**src/rtl/iram_pkg.sv**
```systemverilog
`timescale 1ns/1ps
// Shared types of the banked internal data RAM.
package iram_pkg;
    // Kind of write applied to the array in one cycle.
    typedef enum logic [1:0] {
        WR_NONE = 2'd0,
        WR_BYTE = 2'd1,
        WR_BSET = 2'd2,
        WR_BCLR = 2'd3
    } wr_kind_e;
endpackage

```
**src/rtl/iram_sp.sv**
```systemverilog
`timescale 1ns/1ps
// Stack pointer register.
// Holds the pointer, offers the pre-incremented push target and steps on
// push or pop. A push wins when both strobes are high. Wraps modulo 2**W.
module iram_sp #(
    parameter int           W       = 8,
    parameter logic [W-1:0] RST_VAL = 8'h07
) (
    input  logic         clk,
    input  logic         rst_n,
    input  logic         push,
    input  logic         pop,
    output logic [W-1:0] sp,
    output logic [W-1:0] push_tgt
);
    // Target of a push: the byte above the current top.
    assign push_tgt = sp + 1'b1;

    // Pointer update: push first, otherwise pop.
    always_ff @(posedge clk) begin
        if (!rst_n)    sp <= RST_VAL;
        else if (push) sp <= push_tgt;
        else if (pop)  sp <= sp - 1'b1;
    end
endmodule

```
**src/rtl/iram_sel.sv**
```systemverilog
`timescale 1ns/1ps
// Access selector.
// Resolves the bank-relative register address, the bit-window byte and the
// stack targets. Picks one write and one byte read by fixed priority and
// reports whether any requested target falls outside the array.
// Assumes the array covers 0 .. 2**AW-1 of a DW-bit address space.
module iram_sel
    import iram_pkg::*;
#(
    parameter int DW       = 8,
    parameter int AW       = 7,
    parameter int IDX_W    = 3,
    parameter int BANK_W   = 2,
    parameter int BIT_BASE = 32,
    parameter int BIT_AW   = 7,
    parameter int PW       = 3
) (
    input  logic [BANK_W-1:0] bank_sel,
    input  logic              dir_rd,
    input  logic              dir_wr,
    input  logic [DW-1:0]     dir_addr,
    input  logic              reg_rd,
    input  logic              reg_wr,
    input  logic [IDX_W-1:0]  reg_idx,
    input  logic              bit_set,
    input  logic              bit_clr,
    input  logic [BIT_AW-1:0] bit_addr,
    input  logic              push,
    input  logic              pop,
    input  logic [DW-1:0]     sp,
    input  logic [DW-1:0]     push_tgt,
    output wr_kind_e          wr_kind,
    output logic [AW-1:0]     wr_addr,
    output logic              rd_en,
    output logic              rd_hit,
    output logic [AW-1:0]     rd_addr,
    output logic [AW-1:0]     bit_byte,
    output logic [PW-1:0]     bit_pos,
    output logic              flag
);
    logic [DW-1:0] reg_tgt;
    logic [DW-1:0] wtgt;
    logic [DW-1:0] rtgt;
    wr_kind_e      wsel;
    logic          pop_eff;

    // True when a full-width address lands inside the array.
    function automatic logic in_ram(input logic [DW-1:0] a);
        return (a >> AW) == '0;
    endfunction

    // Register address: the bank number forms the upper bits above the index.
    assign reg_tgt  = DW'({bank_sel, reg_idx});
    // Bit window: byte offset from the upper bit-address bits, position from the low ones.
    assign bit_byte = AW'(BIT_BASE) + AW'(bit_addr >> PW);
    assign bit_pos  = bit_addr[PW-1:0];
    // A pop that meets a push is dropped.
    assign pop_eff  = pop & ~push;

    // Write arbitration: push, register, direct, bit set, bit clear.
    always_comb begin
        wtgt = '0;
        wsel = WR_NONE;
        if (push) begin
            wtgt = push_tgt;
            wsel = WR_BYTE;
        end else if (reg_wr) begin
            wtgt = reg_tgt;
            wsel = WR_BYTE;
        end else if (dir_wr) begin
            wtgt = dir_addr;
            wsel = WR_BYTE;
        end else if (bit_set) begin
            wtgt = DW'(bit_byte);
            wsel = WR_BSET;
        end else if (bit_clr) begin
            wtgt = DW'(bit_byte);
            wsel = WR_BCLR;
        end
        wr_kind = in_ram(wtgt) ? wsel : WR_NONE;
        wr_addr = wtgt[AW-1:0];
    end

    // Byte read arbitration: pop, register, direct.
    always_comb begin
        rtgt  = '0;
        rd_en = 1'b1;
        if (pop_eff)     rtgt = sp;
        else if (reg_rd) rtgt = reg_tgt;
        else if (dir_rd) rtgt = dir_addr;
        else             rd_en = 1'b0;
        rd_hit  = in_ram(rtgt);
        rd_addr = rtgt[AW-1:0];
    end

    // Out-of-range report for any requested direct or stack target.
    assign flag = ((dir_rd | dir_wr) & ~in_ram(dir_addr))
                | (push & ~in_ram(push_tgt))
                | (pop_eff & ~in_ram(sp));
endmodule

```
**src/rtl/iram_array.sv**
```systemverilog
`timescale 1ns/1ps
// Byte array with one write port and two registered read ports.
// The write port stores a whole byte or sets or clears one bit by
// read-modify-write in the same cycle. The reads sample contents from before
// that edge's write. An out-of-range byte read returns zero.
module iram_array
    import iram_pkg::*;
#(
    parameter int DW    = 8,
    parameter int DEPTH = 128,
    parameter int AW    = 7,
    parameter int PW    = 3
) (
    input  logic          clk,
    input  logic          rst_n,
    input  wr_kind_e      wr_kind,
    input  logic [AW-1:0] wr_addr,
    input  logic [PW-1:0] wr_pos,
    input  logic [DW-1:0] wdata,
    input  logic          rd_en,
    input  logic          rd_hit,
    input  logic [AW-1:0] rd_addr,
    input  logic          bit_rd,
    input  logic [AW-1:0] bit_byte,
    output logic [DW-1:0] rdata,
    output logic          bit_val
);
    logic [DW-1:0] mem [DEPTH];
    logic [DW-1:0] merged;
    logic [DW-1:0] mask;

    // One-hot mask of the bit touched by a bit write.
    assign mask = DW'(1) << wr_pos;

    // New byte value for the selected write kind.
    always_comb begin
        case (wr_kind)
            WR_BYTE: merged = wdata;
            WR_BSET: merged = mem[wr_addr] | mask;
            WR_BCLR: merged = mem[wr_addr] & ~mask;
            default: merged = mem[wr_addr];
        endcase
    end

    // Storage: cleared on reset, one byte updated per cycle.
    always_ff @(posedge clk) begin
        if (!rst_n) begin
            for (int i = 0; i < DEPTH; i++) mem[i] <= '0;
        end else if (wr_kind != WR_NONE) begin
            mem[wr_addr] <= merged;
        end
    end

    // Byte read register: loads only when a read is selected.
    always_ff @(posedge clk) begin
        if (!rst_n)     rdata <= '0;
        else if (rd_en) rdata <= rd_hit ? mem[rd_addr] : '0;
    end

    // Bit read register: loads only on a bit read.
    always_ff @(posedge clk) begin
        if (!rst_n)      bit_val <= 1'b0;
        else if (bit_rd) bit_val <= mem[bit_byte][wr_pos];
    end
endmodule

```
**src/rtl/bank_iram.sv**
```systemverilog
`timescale 1ns/1ps
// Banked internal data RAM, top level.
// Joins the stack pointer, the access selector and the byte array, and
// registers the out-of-range flag. Assumes the core supplies the bank field
// of its status word and raises at most the strobes it needs in a cycle.
// Simultaneous strobes are resolved by fixed priority.
module bank_iram
    import iram_pkg::*;
#(
    parameter int DW        = 8,
    parameter int DEPTH     = 128,
    parameter int NBANKS    = 4,
    parameter int BANK_REGS = 8,
    parameter int BIT_BASE  = 32,
    parameter int BIT_BYTES = 16,
    parameter int SP_RST    = 7,
    localparam int AW       = $clog2(DEPTH),
    localparam int IDX_W    = $clog2(BANK_REGS),
    localparam int BANK_W   = $clog2(NBANKS),
    localparam int BIT_AW   = $clog2(BIT_BYTES * DW),
    localparam int PW       = $clog2(DW)
) (
    input  logic              clk,
    input  logic              rst_n,
    input  logic [BANK_W-1:0] bank_sel,
    input  logic              dir_rd,
    input  logic              dir_wr,
    input  logic [DW-1:0]     dir_addr,
    input  logic              reg_rd,
    input  logic              reg_wr,
    input  logic [IDX_W-1:0]  reg_idx,
    input  logic              bit_rd,
    input  logic              bit_set,
    input  logic              bit_clr,
    input  logic [BIT_AW-1:0] bit_addr,
    input  logic              push,
    input  logic              pop,
    input  logic [DW-1:0]     wdata,
    output logic [DW-1:0]     rdata,
    output logic              bit_val,
    output logic              oor,
    output logic [DW-1:0]     sp
);
    logic [DW-1:0] push_tgt;
    wr_kind_e      wr_kind;
    logic [AW-1:0] wr_addr;
    logic          rd_en;
    logic          rd_hit;
    logic [AW-1:0] rd_addr;
    logic [AW-1:0] bit_byte;
    logic [PW-1:0] bit_pos;
    logic          flag;

    iram_sp #(
        .W       (DW),
        .RST_VAL (DW'(SP_RST))
    ) u_sp (
        .clk      (clk),
        .rst_n    (rst_n),
        .push     (push),
        .pop      (pop),
        .sp       (sp),
        .push_tgt (push_tgt)
    );

    iram_sel #(
        .DW       (DW),
        .AW       (AW),
        .IDX_W    (IDX_W),
        .BANK_W   (BANK_W),
        .BIT_BASE (BIT_BASE),
        .BIT_AW   (BIT_AW),
        .PW       (PW)
    ) u_sel (
        .bank_sel (bank_sel),
        .dir_rd   (dir_rd),
        .dir_wr   (dir_wr),
        .dir_addr (dir_addr),
        .reg_rd   (reg_rd),
        .reg_wr   (reg_wr),
        .reg_idx  (reg_idx),
        .bit_set  (bit_set),
        .bit_clr  (bit_clr),
        .bit_addr (bit_addr),
        .push     (push),
        .pop      (pop),
        .sp       (sp),
        .push_tgt (push_tgt),
        .wr_kind  (wr_kind),
        .wr_addr  (wr_addr),
        .rd_en    (rd_en),
        .rd_hit   (rd_hit),
        .rd_addr  (rd_addr),
        .bit_byte (bit_byte),
        .bit_pos  (bit_pos),
        .flag     (flag)
    );

    iram_array #(
        .DW    (DW),
        .DEPTH (DEPTH),
        .AW    (AW),
        .PW    (PW)
    ) u_array (
        .clk      (clk),
        .rst_n    (rst_n),
        .wr_kind  (wr_kind),
        .wr_addr  (wr_addr),
        .wr_pos   (bit_pos),
        .wdata    (wdata),
        .rd_en    (rd_en),
        .rd_hit   (rd_hit),
        .rd_addr  (rd_addr),
        .bit_rd   (bit_rd),
        .bit_byte (bit_byte),
        .rdata    (rdata),
        .bit_val  (bit_val)
    );

    // Out-of-range flag: a one-cycle echo of this cycle's report.
    always_ff @(posedge clk) begin
        if (!rst_n) oor <= 1'b0;
        else        oor <= flag;
    end
endmodule

```
**config.mk**
```make
export PLATFORM = sky130hd
export DESIGN_NAME = bank_iram
export DESIGN_NICKNAME = d
export VERILOG_FILES = /design/src/rtl/iram_pkg.sv /design/src/rtl/iram_sp.sv /design/src/rtl/iram_sel.sv /design/src/rtl/iram_array.sv /design/src/rtl/bank_iram.sv
export SDC_FILE = /design/constraint.sdc
export NUM_CORES = 2
export LEC_CHECK = 0
export BUFFER_PORTS_ARGS = -buffer_cell sky130_fd_sc_hd__buf_2
export CAP_MARGIN = 20
export CORE_AREA = 2 2 381 383
export CTS_CLUSTER_SIZE = 30
export DETAILED_ROUTE_END_ITERATION = 6
export DIE_AREA = 0 0 383 385
export PLACE_DENSITY = 0.56
export SKIP_CTS_REPAIR_TIMING = 1
export SLEW_MARGIN = 30
export SYNTH_ARGS = -nofsm -noshare
export SYNTH_HDL_FRONTEND = slang
export SYNTH_SLANG_ARGS = --single-unit
```
**constraint.sdc**
```tcl
create_clock -name clk -period 4.4 [get_ports clk]
set_input_delay 0.66 -clock clk [delete_from_list [all_inputs] [get_ports clk]]
set_output_delay 0.66 -clock clk [all_outputs]
set_load 0.02 [all_outputs]
```
==> impl_metrics.env <==
export IMPL_status="finished clean"
export IMPL_synth_lib_cells_used_distinct=69
export IMPL_ys_async_sr_fraction_pct=0
export IMPL_hold_path_class="in -> reg"
export IMPL_floorplan_rows=139
export IMPL_start_kind="flip-flop"
export IMPL_arrival_ns=4.78
export IMPL_post_place_ws_ns=-0.218
export IMPL_syn_inst=6221
export IMPL_yosys_warnings=0
export IMPL_cts_buffer_depth=3
export IMPL_port_buffers=56
export IMPL_cts_tree="done"
export IMPL_min_period_ns=4.30
export IMPL_wl_met1_um=98700
export IMPL_drive_gt1_share_pct=13.8
export IMPL_avgSynthCellArea_um2=9.18
export IMPL_clock_sinks=1042
export IMPL_vias_per_cell=6.21
export IMPL_first_pass_iters=7
export IMPL_synth_top_cells_by_area="edfxtp_1, nand2_1, nor2_1, nand3_1, mux2i_1"
export IMPL_synth_top_family_by_area="simple AND/OR/NAND/NOR gates"
export IMPL_synth_seq_cells=1042
export IMPL_drc=0
export IMPL_critPathTopFamily="compound AO/OA/AOI/OAI gates"
export IMPL_critPathKind="reg -> reg"
export IMPL_clock_latency_ns=0.77
export IMPL_final_cell_mix="nand2_1, nor2_1, edfxtp_1"
export IMPL_grt_use_total_pct=32.5
export IMPL_grt_pass1_vias=47820
export IMPL_vias=52287
export IMPL_synth_top_cell_area_share_pct=53.8
export IMPL_cts_made_buffers=112
export IMPL_clk_pin_slew_worst_paths_ns=0.06
export IMPL_fin_crit_sh_pct=97.6
export IMPL_relSlewSlack_pct=24.3
export IMPL_grt_overflow_total=0
export IMPL_critPathMostFrequentCell="buf_12"
export IMPL_seq_area_frac_synth_pct=54.4
export IMPL_route_met3_wl_um=27800
export IMPL_clock_skew_final_ns=0.0341
export IMPL_initial_core_util_pct=39.9
export IMPL_ios=57
export IMPL_rsz0062_at_grt="false"
export IMPL_vdd_ir_drop_max_uv=406
export IMPL_dp_hpwl_um=170000
export IMPL_grt_pass1_wl_um=349000
export IMPL_chipWidth_um=383
export IMPL_synth_xor_area_share_pct=0.123
export IMPL_fp_coreArea_um2=143000
export IMPL_endpoint_kind="flip-flop"
export IMPL_dr_wl_met2_um=107000
export IMPL_slowest_delay_ns=0.53
export IMPL_syn_to_final_growth_pct=17.6
export IMPL_wl_um=245000
export IMPL_placed_cell_area_um2=63200
export IMPL_synth_top_area_cell="edfxtp_1"
export IMPL_n_fill_cell=13485
export IMPL_tightest_slew_ns=1.12
export IMPL_muxShareOfSynthArea_pct=5.95
export IMPL_critical_path_max_fanout=41
export IMPL_synthFlopType="edfxtp_1"
export IMPL_grt_max_degree=135
export IMPL_maxCapViolations=0
export IMPL_worst_slack_ns=0.105
export IMPL_antenna_left=0
export IMPL_final_common_cell="nand2_1"
export IMPL_synth_fa_ha_area_share_pct=0.0438
export IMPL_gp_congestion=0.984
export IMPL_wire_per_inst_um=29.0
export IMPL_htree_levels=3
export IMPL_crit_path_top_delay_cell="o22ai_1"
export IMPL_syn_area_um2=57100
export IMPL_highest_signal_layer="met5"
export IMPL_final_max_slew_viol_count=0
export IMPL_grt_antenna_before_repair=10
export IMPL_power_density_nw_per_um2=437
export IMPL_finalSetupViolations=0
export IMPL_die_y_um=385
export IMPL_fin_area_um2=67200
export IMPL_post_synth_and_or_nand_nor_area_fraction_pct=26.2
export IMPL_critPathBufInv=3
export IMPL_drt_iter0_markers=8436
export IMPL_p_leak_nw=25.1
export IMPL_hold_viol=0
export IMPL_synth_nets=6262
export IMPL_synth_edf_count=1024
export IMPL_nets=6460
export IMPL_synth_compound_area_share_pct=9.09
export IMPL_cp_required_ns=4.89
export IMPL_dieArea_um2=147000
export IMPL_crit_chain="ha_2, xor2_1, a22oi_1, buf_4, nor2_4, buf_12, a32oi_1, a31oi_1, nor4_1, o22ai_1, a2bb2oi_4, buf_12, nor2_1"
export IMPL_cts_root_buf="clkbuf_16"
export IMPL_achievable_frequency_ghz=0.233
[sequential cells by signal, indices dropped and copies added (netlist names)]
name and flops:
u_array.mem 1024, u_array.rdata 8, u_sp.sp 8, oor 1
u_array.bit_val 1
[power breakdown]
| part | total [mW] | internal, mW | switching [mW] |
|---|---|---|---|
| clock | 10.2 | 5.92 | 4.33 |
| sequential | 11.6 | 11.3 | 0.301 |
| combinational | 7.55 | 2.36 | 5.18 |
| total | 29.4 | 19.6 | 9.81 |
[worst paths after layout]
| check | start | to | slack (ns) | depth (start not counted) |
|---|---|---|---|---|
| setup / recovery | u_sp.sp[0]$_SDFFE_PN1P_ | u_array.mem[33][4]$_SDFFCE_PN0P_ | 0.10 | 13 |
| hold / removal | bit_rd | u_array.bit_val$_SDFFE_PN0P_ | 0.09 | 2 |
| setup reg to reg | u_sp.sp[0]$_SDFFE_PN1P_ | u_array.mem[33][4]$_SDFFCE_PN0P_ | 0.10 | 13 |
| hold reg to reg | u_array.bit_val$_SDFFE_PN0P_ | u_array.bit_val$_SDFFE_PN0P_ | 0.50 | 2 |
[Yosys cell counts (4+ instances only)]
library cell,number
clkbuf_1,226
nand2_1,1882
o22ai_1,24
a211oi_1,16
a2111oi_0,9
o21ai_0,39
inv_1,18
nor2b_1,4
nor4_1,25
mux4_2,71
nand4_1,21
and3_1,96
o22a_1,4
nor4_2,6
buf_1,62
a22o_1,9
a22oi_1,12
a32o_1,21
a31oi_1,144
edfxtp_1,1024
a32oi_1,172
mux2i_1,179
dfxtp_1,18
nor3_1,21
nand2b_1,8
o31ai_1,4
nor2_1,1075
buf_4,15
nand3_1,505
o211ai_1,10
a21oi_1,106
o32a_1,4
a311oi_1,75
a21boi_0,9
a21o_1,6
and2_1,15
xor2_1,5
buf_2,218
o41ai_1,5
a211o_1,5
[worst register-to-register path, cell delays in order (launching register included)]
cell       delay (ns)
dfxtp_1          0.39
ha_2             0.32
xor2_1           0.29
a22oi_1          0.11
buf_4            0.18
nor2_4           0.26
buf_12           0.30
a32oi_1          0.15
a31oi_1          0.43
nor4_1           0.20
o22ai_1          0.53
a2bb2oi_4        0.41
buf_12           0.32
nor2_1           0.13
[layout make-up]
| cell class | count | area (um^2) | area share (%) |
|---|---|---|---|
| Multi-Input combinational cell | 4636 | 24000 | 35.7 |
| Clock inverter | 71 | 952 | 1.42 |
| Sequential cell | 1042 | 31100 | 46.3 |
| Tap cell | 1903 | 2380 | 3.55 |
| Timing Repair Buffer | 608 | 5750 | 8.56 |
| Inverter | 19 | 71.3 | 0.106 |
| Antenna cell | 1 | 2.50 | 0.00373 |
| Clock buffer | 138 | 2930 | 4.36 |
[metal layers]
| metal | vias to the layer above | global-route usage [%] |
|---|---|---|
| li1 | 22442 | - |
| met1 | 25797 | 46.2 |
| met2 | 3493 | 48.7 |
| met3 | 541 | 6.21 |
| met4 | 14 | 13.4 |
| met5 | - | 0 |
[metrics by stage]
stage,hold WS [ns],setup TNS [ns],util (%),total power [mW],cells
final,0.0893,0,46.9,29.4,8418
after global routing,0.109,0,46.9,30.0,8417
after CTS,0.0545,0,46.9,29.2,8417
after detailed placement,0.470,-75.25,44.2,19.1,8208
after global placement,0.467,-105.76,44.2,19.1,8208
after floorplan,0.532,0,-,15.3,6221
[cells by family after synthesis]
| group | Yosys count |
|---|---|
| DFF | 1042 |
| adders and majority gates | 2 |
| and+or+nand+nor | 3669 |
| AOI/OAI and AO/OA | 706 |
| buffers and inverters | 543 |
| muxes | 251 |
| xor gates and xnor gates | 8 |
No activity file was read; power rests on OpenSTA's default activity.
